<file path="config.mk">
export PLATFORM = sky130hd
export DESIGN_NAME = dac_frame_tx
export DESIGN_NICKNAME = d
export VERILOG_FILES = /design/src/rtl/dac_frame_pkg.sv /design/src/rtl/dac_frame_tick.sv /design/src/rtl/dac_frame_bitsel.sv /design/src/rtl/dac_frame_tx.sv
export SDC_FILE = /design/constraint.sdc
export NUM_CORES = 1
export LEC_CHECK = 0
export CAP_MARGIN = 10
export CORE_ASPECT_RATIO = 0.8
export CORE_MARGIN = 2
export CORE_UTILIZATION = 30
export CTS_BUF_LIST = sky130_fd_sc_hd__clkbuf_4 sky130_fd_sc_hd__clkbuf_8 sky130_fd_sc_hd__clkbuf_16
export CTS_CLUSTER_DIAMETER = 40
export DETAILED_ROUTE_END_ITERATION = 16
export GPL_ROUTABILITY_DRIVEN = 0
export SLEW_MARGIN = 10
export SYNTH_ARGS = -nofsm -noshare
export SYNTH_HDL_FRONTEND = slang
export SYNTH_SLANG_ARGS = --single-unit
</file>
<file path="constraint.sdc">
create_clock -name clk_i -period 4.95 [get_ports clk_i]
set_clock_uncertainty 0.2 [all_clocks]
set_input_delay 0.495 -clock clk_i [delete_from_list [all_inputs] [get_ports clk_i]]
set_output_delay 0.495 -clock clk_i [all_outputs]
set_load 0.05 [all_outputs]
</file>
<file path="src/rtl/dac_frame_pkg.sv">
package dac_frame_pkg;
  typedef enum logic [1:0] {
    ST_IDLE,
    ST_SHIFT,
    ST_HOLD
  } tx_state_e;
endpackage

</file>
<file path="src/rtl/dac_frame_tick.sv">
// Half-period timer: one tick every HALF_DIV cycles while running.
module dac_frame_tick #(
  parameter int HALF_DIV = 2
) (
  input  logic clk_i,
  input  logic rst_ni,
  input  logic run_i,
  output logic tick_o
);
  localparam int CW = (HALF_DIV > 1) ? $clog2(HALF_DIV) : 1;

  logic [CW-1:0] cnt_q;
  logic          wrap;

  assign wrap   = (cnt_q == CW'(HALF_DIV - 1));
  assign tick_o = run_i && wrap;

  always_ff @(posedge clk_i or negedge rst_ni) begin
    if (!rst_ni)                cnt_q <= '0;
    else if (!run_i || wrap)    cnt_q <= '0;
    else                        cnt_q <= cnt_q + 1'b1;
  end


  half_len_chk: assert property (@(posedge clk_i) disable iff (!rst_ni)
    tick_o |=> (cnt_q == '0));
endmodule

</file>
<file path="src/rtl/dac_frame_bitsel.sv">
// Picks the outgoing bit; optional per-byte bit reversal.
module dac_frame_bitsel #(
  parameter int NBYTES = 3,
  parameter int BYTE_W = 8,
  localparam int WORD_W = NBYTES * BYTE_W,
  localparam int IDX_W  = $clog2(WORD_W)
) (
  input  logic [WORD_W-1:0] word_i,
  input  logic [IDX_W-1:0]  idx_i,
  input  logic              mirror_i,
  output logic              bit_o
);
  logic [WORD_W-1:0] rev_w;
  logic [WORD_W-1:0] src_w;
  logic [IDX_W-1:0]  sel;

  for (genvar b = 0; b < NBYTES; b++) begin : g_byte
    for (genvar i = 0; i < BYTE_W; i++) begin : g_bit
      assign rev_w[b*BYTE_W + i] = word_i[b*BYTE_W + BYTE_W - 1 - i];
    end
  end

  assign src_w = mirror_i ? rev_w : word_i;
  assign sel   = IDX_W'(WORD_W - 1) - idx_i;
  assign bit_o = src_w[sel];
endmodule

</file>
<file path="src/rtl/dac_frame_tx.sv">
module dac_frame_tx #(
  parameter int NBYTES   = 3,
  parameter int BYTE_W   = 8,
  parameter int HALF_DIV = 2,
  localparam int WORD_W  = NBYTES * BYTE_W,
  localparam int IDX_W   = $clog2(WORD_W)
) (
  input  logic              clk_i,
  input  logic              rst_ni,
  input  logic              start_i,
  input  logic [WORD_W-1:0] data_i,
  input  logic              mode_i,
  input  logic              mirror_i,
  output logic              busy_o,
  output logic              done_o,
  output logic              sync_n_o,
  output logic              sclk_o,
  output logic              din_o
);
  import dac_frame_pkg::*;

  localparam logic [IDX_W-1:0] LAST_IDX = IDX_W'(WORD_W - 1);

  tx_state_e         state_q;
  logic              phase_b_q;  // second half of a bit / of the hold period
  logic [IDX_W-1:0]  idx_q;
  logic [WORD_W-1:0] word_q;
  logic              mode_q, mirror_q, done_q;
  logic              tick, run, shifting, bit_w;

  assign run      = (state_q != ST_IDLE);
  assign shifting = (state_q == ST_SHIFT);

  dac_frame_tick #(.HALF_DIV(HALF_DIV)) tick_i (
    .clk_i (clk_i),
    .rst_ni(rst_ni),
    .run_i (run),
    .tick_o(tick)
  );

  dac_frame_bitsel #(.NBYTES(NBYTES), .BYTE_W(BYTE_W)) bitsel_i (
    .word_i  (word_q),
    .idx_i   (idx_q),
    .mirror_i(mirror_q),
    .bit_o   (bit_w)
  );

  always_ff @(posedge clk_i or negedge rst_ni) begin
    if (!rst_ni) begin
      state_q   <= ST_IDLE;
      phase_b_q <= 1'b0;
      idx_q     <= '0;
      word_q    <= '0;
      mode_q    <= 1'b0;
      mirror_q  <= 1'b0;
      done_q    <= 1'b0;
    end else begin
      done_q <= 1'b0;
      unique case (state_q)
        ST_IDLE: if (start_i) begin
          word_q    <= data_i;
          mode_q    <= mode_i;
          mirror_q  <= mirror_i;
          idx_q     <= '0;
          phase_b_q <= 1'b0;
          state_q   <= ST_SHIFT;
        end
        ST_SHIFT: if (tick) begin
          if (!phase_b_q) begin
            phase_b_q <= 1'b1;
          end else begin
            phase_b_q <= 1'b0;
            if (idx_q == LAST_IDX) state_q <= ST_HOLD;
            else                   idx_q   <= idx_q + 1'b1;
          end
        end
        ST_HOLD: if (tick) begin
          if (!phase_b_q) begin
            phase_b_q <= 1'b1;
          end else begin
            phase_b_q <= 1'b0;
            state_q   <= ST_IDLE;
            done_q    <= 1'b1;
          end
        end
        default: state_q <= ST_IDLE;
      endcase
    end
  end

  // Mode 0: clock high in first half (data moves on rise); mode 1: high in second half.
  assign sclk_o   = shifting && (mode_q ? phase_b_q : !phase_b_q);
  assign din_o    = shifting && bit_w;
  assign sync_n_o = !shifting;
  assign busy_o   = run;
  assign done_o   = done_q;


  sync_hold_chk: assert property (@(posedge clk_i) disable iff (!rst_ni)
    (shifting && !(tick && phase_b_q && idx_q == LAST_IDX)) |=> !sync_n_o);


  start_gate_chk: assert property (@(posedge clk_i) disable iff (!rst_ni)
    $fell(sync_n_o) |-> $past(start_i && !busy_o));


  mode0_stable_chk: assert property (@(posedge clk_i) disable iff (!rst_ni)
    (!mode_q && $fell(sclk_o)) |-> $stable(din_o));


  mode1_stable_chk: assert property (@(posedge clk_i) disable iff (!rst_ni)
    (mode_q && $rose(sclk_o)) |-> $stable(din_o));


  sclk_idle_chk: assert property (@(posedge clk_i) disable iff (!rst_ni)
    sync_n_o |-> !sclk_o);


  done_pulse_chk: assert property (@(posedge clk_i) disable iff (!rst_ni)
    done_o |-> (!busy_o && sync_n_o && $past(sync_n_o)));


  done_single_chk: assert property (@(posedge clk_i) disable iff (!rst_ni)
    done_o |=> !done_o);
endmodule

</file>
==> metrics.md, run 1 <==
| Metric | Value |
|---|---|
| DRT Pass-1 Iters | 4 |
| GRT Resource Usage Total | 10.64% |
| Final ANT Viol Nets | 0 |
| Ys Warns | 0 |
| Resized cells post-CTS | 0 |
| Number of port buffers | 33 |
| Largest area contributor in the netlist | dfrtp_1 |
| Vias per cell | 4.702 |
| Mapped Avg Cell Area | 13.39 um2 |
| PwrDens | 207.7 nW/um2 |
| Final min period | 3.951 ns |
| Worst Tran Pin Value | 0.7167 ns |
| H-tree Lvls | 2 |
| # Post-CTS Setup Buffers | 0 |
| Starting Density | 30.81% |
| Met3 usage | 3.165% |
| Initial antenna violation count | 0 |
| Clock slew at reported path FFs | 0.06 ns |
| Routed WL | 3419 um |
| Clk Latency, worst-skew pair | 0.28 ns |
| Hold buffers post-CTS | 0 |
| Row count | 26 |
| Synth async-reset ratio | 100.0% |
| Number of global-route vias before repair | 1269 |
| Ports | 34 |
| Total gr overflow | 0 |
| Number of fill cells | 621 |
| Setup TNS Final | 0 ns |
| Post-layout net count | 214 |
| MaxCap Viol Count | 0 |
| Tcrit/Tclk final | 79.82% |
| Die area | 7180 um2 |
| EDFF count, synth | 0 |
| M1 GR Usage | 16.68% |
| Die X | 94.24 um |
| Non-filler instance count after layout | 262 |
| Core box area | 6344 um2 |
| Yosys top cell area share | 46.09% |
| Seq cells post-synth | 36 |
| Antenna diodes | 0 |
| WP data arrival | 3.26 ns |
| CTS Sinks | 36 |
| Num CTS Buffers | 5 |
| Mapped Cells | 146 |
| Peak supply drop | 0.09904 mV |
| Setup Viol. Count Final | 0 |
| Largest stage delay, worst path | 0.84 ns |
| CTS Buffer Depth | 2 |
| Post-DP HPWL | 2554 um |
| TritonCTS clock tree | built |
| Layout cell share with drive strength beyond 1 | 6.180% |
| Die Y | 76.19 um |
| Post-synthesis sequential area ratio | 46.09% |
| Post-synth design cell area | 1954 um2 |
| Family with the most delay on the worst path | buffers and inverters |
| Drc violations | 0 |
| WP data required | 4.26 ns |
| Core Util, Final | 38.19% |
| WS Path Type | flip-flop to output port |
| GR peak layer | met1 |
| Wirelength per Cell | 13.05 um |
| Slew Limit Fails | 0 |
| Status | completed |
| Crit-path slowest cell | clkdlybuf4s50_1 |
| RSZ-0062 raised after global routing | false |
| Initial drt markers | 27 |
| Root Buffer | clkbuf_8 |
| Top cells by area, synth | dfrtp_1 (46%), mux2_1 (15%), mux4_1 (9.4%) |
| Worst Path Buf+Inv | 1 |
| Met2 GRT Util | 14.21% |
| Syn nets | 180 |
| Final Hold Fails | 0 |
| Crit path launch type | flip-flop |
| Worst hold path type | flip-flop to flip-flop |
| Placed cells | 257 |
| CP max FO | 16 |
| First-pass GRT wire length | 6092 um |
| Leak | 1.133 nW |
| Largest net degree at the start of global routing | 37 |
| Worst-path cell chain | mux4_1, mux2i_1, mux2_2, or4_1, a32oi_1, clkdlybuf4s50_1 |
| Critical path endpoint category | output port |
| Fmax | 253.1 MHz |
| Total number of vias | 1232 |
| Relative slew slack | 52.22% |
| Yosys cell types | 31 |
| Synth Flop Type | dfrtp_1 |
| Synth-to-layout area growth | 23.94% |
[cell families after synthesis]
kind of cell / synth area share (%)
flip-flops: 46.09
multiplexers: 35.53
buffers and inverters: 3.970
AO/OA/AOI/OAI: 3.073
adder cells (fa/ha/maj): 3.201
XOR/XNOR: 1.793
AND/OR/NAND/NOR: 6.339
[power breakdown]
part | switching (mW) | total [mW] | internal [mW]
Sequential | 0 | 0.294 | 0.294
Clock | 0.0898 | 0.180 | 0.0905
Combinational | 0.00871 | 0.0285 | 0.0198
[stage by stage]
| stage | total power, mW | setup WS [ns] | instance area, um2 | hold WS, ns |
|---|---|---|---|---|
| 6_report | 0.5031 | 0.9991 | 2422 | 0.2389 |
| 5_1_grt | 0.5266 | 0.7062 | 2422 | 0.2902 |
| 2_1_floorplan | 0.3001 | 1.912 | 1954 | -0.0005910 |
| 4_1_cts | 0.5113 | 0.9525 | 2422 | 0.2407 |
| 3_5_place_dp | 0.3289 | 1.263 | 2354 | 0.2319 |
| 3_3_place_gp | 0.3291 | 1.288 | 2354 | 0.2281 |
[synthesized netlist by cell type, types with 2 or more instances]
library cell	n
mux2_2	2
a21oi_1	2
nand4_1	3
nand3_1	2
mux4_1	7
buf_6	2
inv_1	7
nor2_1	9
xnor2_1	2
buf_2	2
nand2_1	5
clkbuf_1	3
mux2i_1	15
xor2_1	2
and2_1	2
ha_1	5
mux4_2	2
mux2_1	26
dfrtp_1	36
[layout make-up]
| cell class | count | area, um2 | share of cell area [%] |
|---|---|---|---|
| Clock buffer | 5 | 68.82 | 2.841 |
| Sequential cell | 36 | 900.9 | 37.19 |
| Tap cell | 84 | 105.1 | 4.339 |
| Timing Repair Buffer | 35 | 345.3 | 14.26 |
| Inverter | 7 | 26.28 | 1.085 |
| Multi-Input combinational cell | 95 | 975.9 | 40.29 |
[worst register-to-register path: cells and delay by family, from the launching register on]
family,cells,cell delay (ns)
multiplexers,1,0.27
flip-flops,1,0.38
adder cells (fa/ha/maj),1,0.26
buffers and inverters,1,0.11
AND/OR/NAND/NOR,3,0.80
[layout by cell type, fill, tap and decap left out]
| cell type | instances |
|---|---|
| o21ai_0 | 1 |
| mux2_1 | 26 |
| nand3_1 | 2 |
| buf_4 | 2 |
| xor2_1 | 2 |
| clkdlybuf4s50_1 | 33 |
| and2_1 | 2 |
| a22oi_1 | 1 |
| a221oi_1 | 1 |
| a21oi_1 | 2 |
| nor2_1 | 9 |
| mux2_2 | 2 |
| and3_1 | 1 |
| mux2i_1 | 15 |
| o22a_1 | 1 |
| mux4_2 | 2 |
| nand2_1 | 5 |
| inv_1 | 7 |
| nand3b_1 | 1 |
| a32oi_1 | 1 |
| xnor2_1 | 2 |
| o22ai_1 | 1 |
| dfrtp_1 | 36 |
| or4_1 | 1 |
| o21ai_1 | 1 |
| ha_1 | 5 |
| clkbuf_8 | 5 |
| nand4_1 | 3 |
| and3b_1 | 1 |
| mux4_1 | 7 |
[metal layers]
layer / vias to the layer above / wire length [um]
met3: 2 / 167
met1: 599 / 1831
li1: 607 / -
met4: 0 / 20
met5: - / 0
met2: 24 / 1399
[final timing paths]
check                                       start                      to  slack, ns  cells after the start
setup / recovery             mirror_q$_DFFE_PN0P_                   din_o        1.0                      6
hold / removal             tick_i.cnt_q$_DFF_PN0_  tick_i.cnt_q$_DFF_PN0_       0.24                      1
setup reg to reg           state_q[0]$_DFFE_PN0P_    idx_q[0]$_DFFE_PN0P_       2.82                      6
hold reg to reg            tick_i.cnt_q$_DFF_PN0_  tick_i.cnt_q$_DFF_PN0_       0.24                      1
max in group asynchronous                  rst_ni  word_q[16]$_DFFE_PN0P_       3.79                      2
min in group asynchronous                  rst_ni  word_q[20]$_DFFE_PN0P_       0.44                      2
[registers in the layout, indices dropped and copies added (netlist names)]
register and flops:
done_o 1, mode_q 1, tick_i.cnt_q 1, state_q 2
mirror_q 1, phase_b_q 1, idx_q 5, word_q 24
(Power assumes the default switching activity.)
==> run 2: changes to the inputs <==
- clock period: 4.95 -> 3.6 ns (I/O delays scaled with it)
==> run 2 against run 1 <==
  * Power rose by 49%
  * Final area up 1.0%
  * Global-route usage up 0.11 points
  * Cell count is 0.76% higher
  * Routed wire length up 3.0%
  * Flip-flop and latch count unchanged
  * Setup slack worse by 0.59 ns
  * Die area unchanged
  * Via count down 0.89%
  * Register-to-register slack got worse by 1.4 ns
  * Non-clock buffer count unchanged
==> metrics.md, run 2 (synthesized netlist as in run 1, its figures left out) <==
| Metric | Value |
|---|---|
| GRT Resource Usage Total | 10.75% (+0.11 points) |
| Setup TNS Final | 0 ns (unchanged) |
| Dpl ws | 0.6737 ns (-0.5889 ns) |
| Post-layout net count | 214 (unchanged) |
| PwrDens | 305.6 nW/um2 (+47%) |
| Final Hold Fails | 0 (unchanged) |
| Relative slew slack | 52.30% (+0.078 points) |
| Antenna diodes | 0 (unchanged) |
| Slew Limit Fails | 0 (unchanged) |
| Largest stage delay, worst path | 0.81 ns (-0.03 ns) |
| Hold_ws | 0.2368 ns (-0.002124 ns) |
| Die Y | 76.19 um (unchanged) |
| Met3 wire length | 208 um (+25%) |
| Num CTS Buffers | 5 (unchanged) |
| Tcrit/Tclk final | 88.66% |
| Die X | 94.24 um (unchanged) |
| Initial antenna violation count | 0 (unchanged) |
| RR Startpoint | state_q[0]$_DFFE_PN0P_ |
| Final min period | 3.192 ns |
| Number of port buffers | 33 (unchanged) |
| Ports | 34 (unchanged) |
| TritonCTS clock tree | built |
| Layout cell share with drive strength beyond 1 | 7.778% (+1.6 points) |
| H-tree Lvls | 2 (unchanged) |
| Total number of vias | 1221 (-0.89%) |
| Critical path endpoint category | output port |
| Peak supply drop | 0.1762 mV (+78%) |
| Commonest non-fill, non-tap cell in the layout | dfrtp_1 |
| Number of global-route vias before repair | 1272 (+0.24%) |
| WL met1 | 1855 um (+1.3%) |
| Vias per cell | 4.625 (-1.6%) |
| Commonest cells after routing, fill and taps aside | dfrtp_1 (36), clkdlybuf4s50_1 (32), mux2_1 (26), mux2i_1 (15), nor2_1 (9) |
| Setup Viol. Count Final | 0 (unchanged) |
| Non-filler instance count after layout | 264 (+0.76%) |
| Root Buffer | clkbuf_8 |
| Final ANT Viol Nets | 0 (unchanged) |
| Starting Density | 30.81% (unchanged) |
| Crit. Startpoint | mirror_q$_DFFE_PN0P_ |
| MaxCap Viol Count | 0 (unchanged) |
| Largest register FFs | 24 (unchanged) |
| Post-DP HPWL | 2547 um (-0.30%) |
| Largest net degree at the start of global routing | 37 (unchanged) |
| WS Path Type | flip-flop to output port |
| Routed length on met2 | 1419 um (+1.4%) |
| Leak | 1.149 nW (+1.5%) |
| CTS Buffer Depth | 2 (unchanged) |
| Row count | 26 (unchanged) |
| Clk Latency, worst-skew pair | 0.28 ns (about the same) |
| WP data required | 3.04 ns (-1.22 ns) |
| Final WS setup | 0.4083 ns (-0.5908 ns) |
| Placed cells | 257 (unchanged) |
| Hold buffers post-CTS | 0 (unchanged) |
| Clock slew at reported path FFs | 0.07 ns (about the same) |
| DRT Pass-1 Iters | 4 (unchanged) |
| Synth-to-layout area growth | 25.22% |
| Fmax | 313.3 MHz |
| Status | completed |
| Die area | 7180 um2 (unchanged) |
| CP max FO | 16 (unchanged) |
| Hold Crit Start | tick_i.cnt_q$_DFF_PN0_ |
| Core box area | 6344 um2 (unchanged) |
| Worst Path Buf+Inv | 1 (unchanged) |
| RSZ-0062 raised after global routing | false |
| Pwr Total | 0.7478 mW (+49%) |
| First-pass GRT wire length | 6106 um (+0.23%) |
| Initial drt markers | 47 (+74%) |
| # Post-CTS Setup Buffers | 0 (unchanged) |
| Crit-path slowest cell | dfrtp_1 |
| Worst hold path type | flip-flop to flip-flop |
| Crit path launch type | flip-flop |
| Most flops, register | word_q |
| Resized cells post-CTS | 0 (unchanged) |
| Family with the most delay on the worst path | flip-flops |
| Wirelength per Cell | 13.33 um (+2.2%) |
| Worst Tran Pin Value | 0.7155 ns (-0.001173 ns) |
| CTS Sinks | 36 (unchanged) |
| Highest metal used | met4 |
| Worst-path cell chain | mux4_1, mux2i_1, mux2_2, or4_1, a32oi_1, buf_4 |
| Total gr overflow | 0 (unchanged) |
| Largest regs | word_q (24), idx_q (5), state_q (2) |
| WP data arrival | 2.63 ns (-0.63 ns) |
| Routed WL | 3520 um (+3.0%) |
| Drc violations | 0 (unchanged) |
[run 2: changes by cell type in the layout (fill, tap and decap cells not counted), sizes merged]
cell,change
clkbuf,+2
buf,+1
clkdlybuf4s50,-1
[run 2: per-stage QoR]
step	utilization [%]	instance area [um2]
3_3_place_gp	37.06	2351
5_1_grt	38.58	2447
4_1_cts	38.58	2447
3_5_place_dp	37.06	2351
6_report	38.58	2447
2_1_floorplan	-	1954
[run 2: area by class of cell]
class,instances,area (um2)
Timing Repair Buffer,35,342.8
Sequential cell,36,900.9
Inverter,7,26.28
Fill cell,619,3896
Tap cell,84,105.1
Multi-Input combinational cell,95,975.9
Clock buffer,7,96.34
[run 2: power breakdown]
| group | leakage, nW | switching [mW] | internal (mW) |
|---|---|---|---|
| Sequential | 0.479 | 0 | 0.404 |
| Clock | 0.0503 | 0.134 | 0.170 |
| Combinational | 0.620 | 0.0116 | 0.0271 |
| Total | 1.15 | 0.146 | 0.602 |
[run 2: path summary, 6_finish.rpt]
| kind | end | slack [ns] | depth (start not counted) |
|---|---|---|---|
| hold reg to reg | tick_i.cnt_q$_DFF_PN0_ | 0.24 | 1 |
| setup reg to reg | idx_q[0]$_DFFE_PN0P_ | 1.37 | 6 |
| setup / recovery | din_o | 0.41 | 6 |
| max in group asynchronous | mode_q$_DFFE_PN0P_ | 2.58 | 2 |
| hold / removal | tick_i.cnt_q$_DFF_PN0_ | 0.24 | 1 |
| min in group asynchronous | word_q[6]$_DFFE_PN0P_ | 0.30 | 2 |
[run 2: worst reg2reg max path: cells and delay by family, from the launching register on]
kind	cells	cell delay, ns
and+or+nand+nor	3	0.91
DFF	1	0.38
muxes	1	0.27
adders and majority gates	1	0.25
buffers and inverters	1	0.10
[run 2: metal layers]
metal  GRT usage [%]  up-vias
met2           14.79       28
met4           3.478        0
met3           3.759        5
met1           15.76      586
met5               0        -
li1                -      602
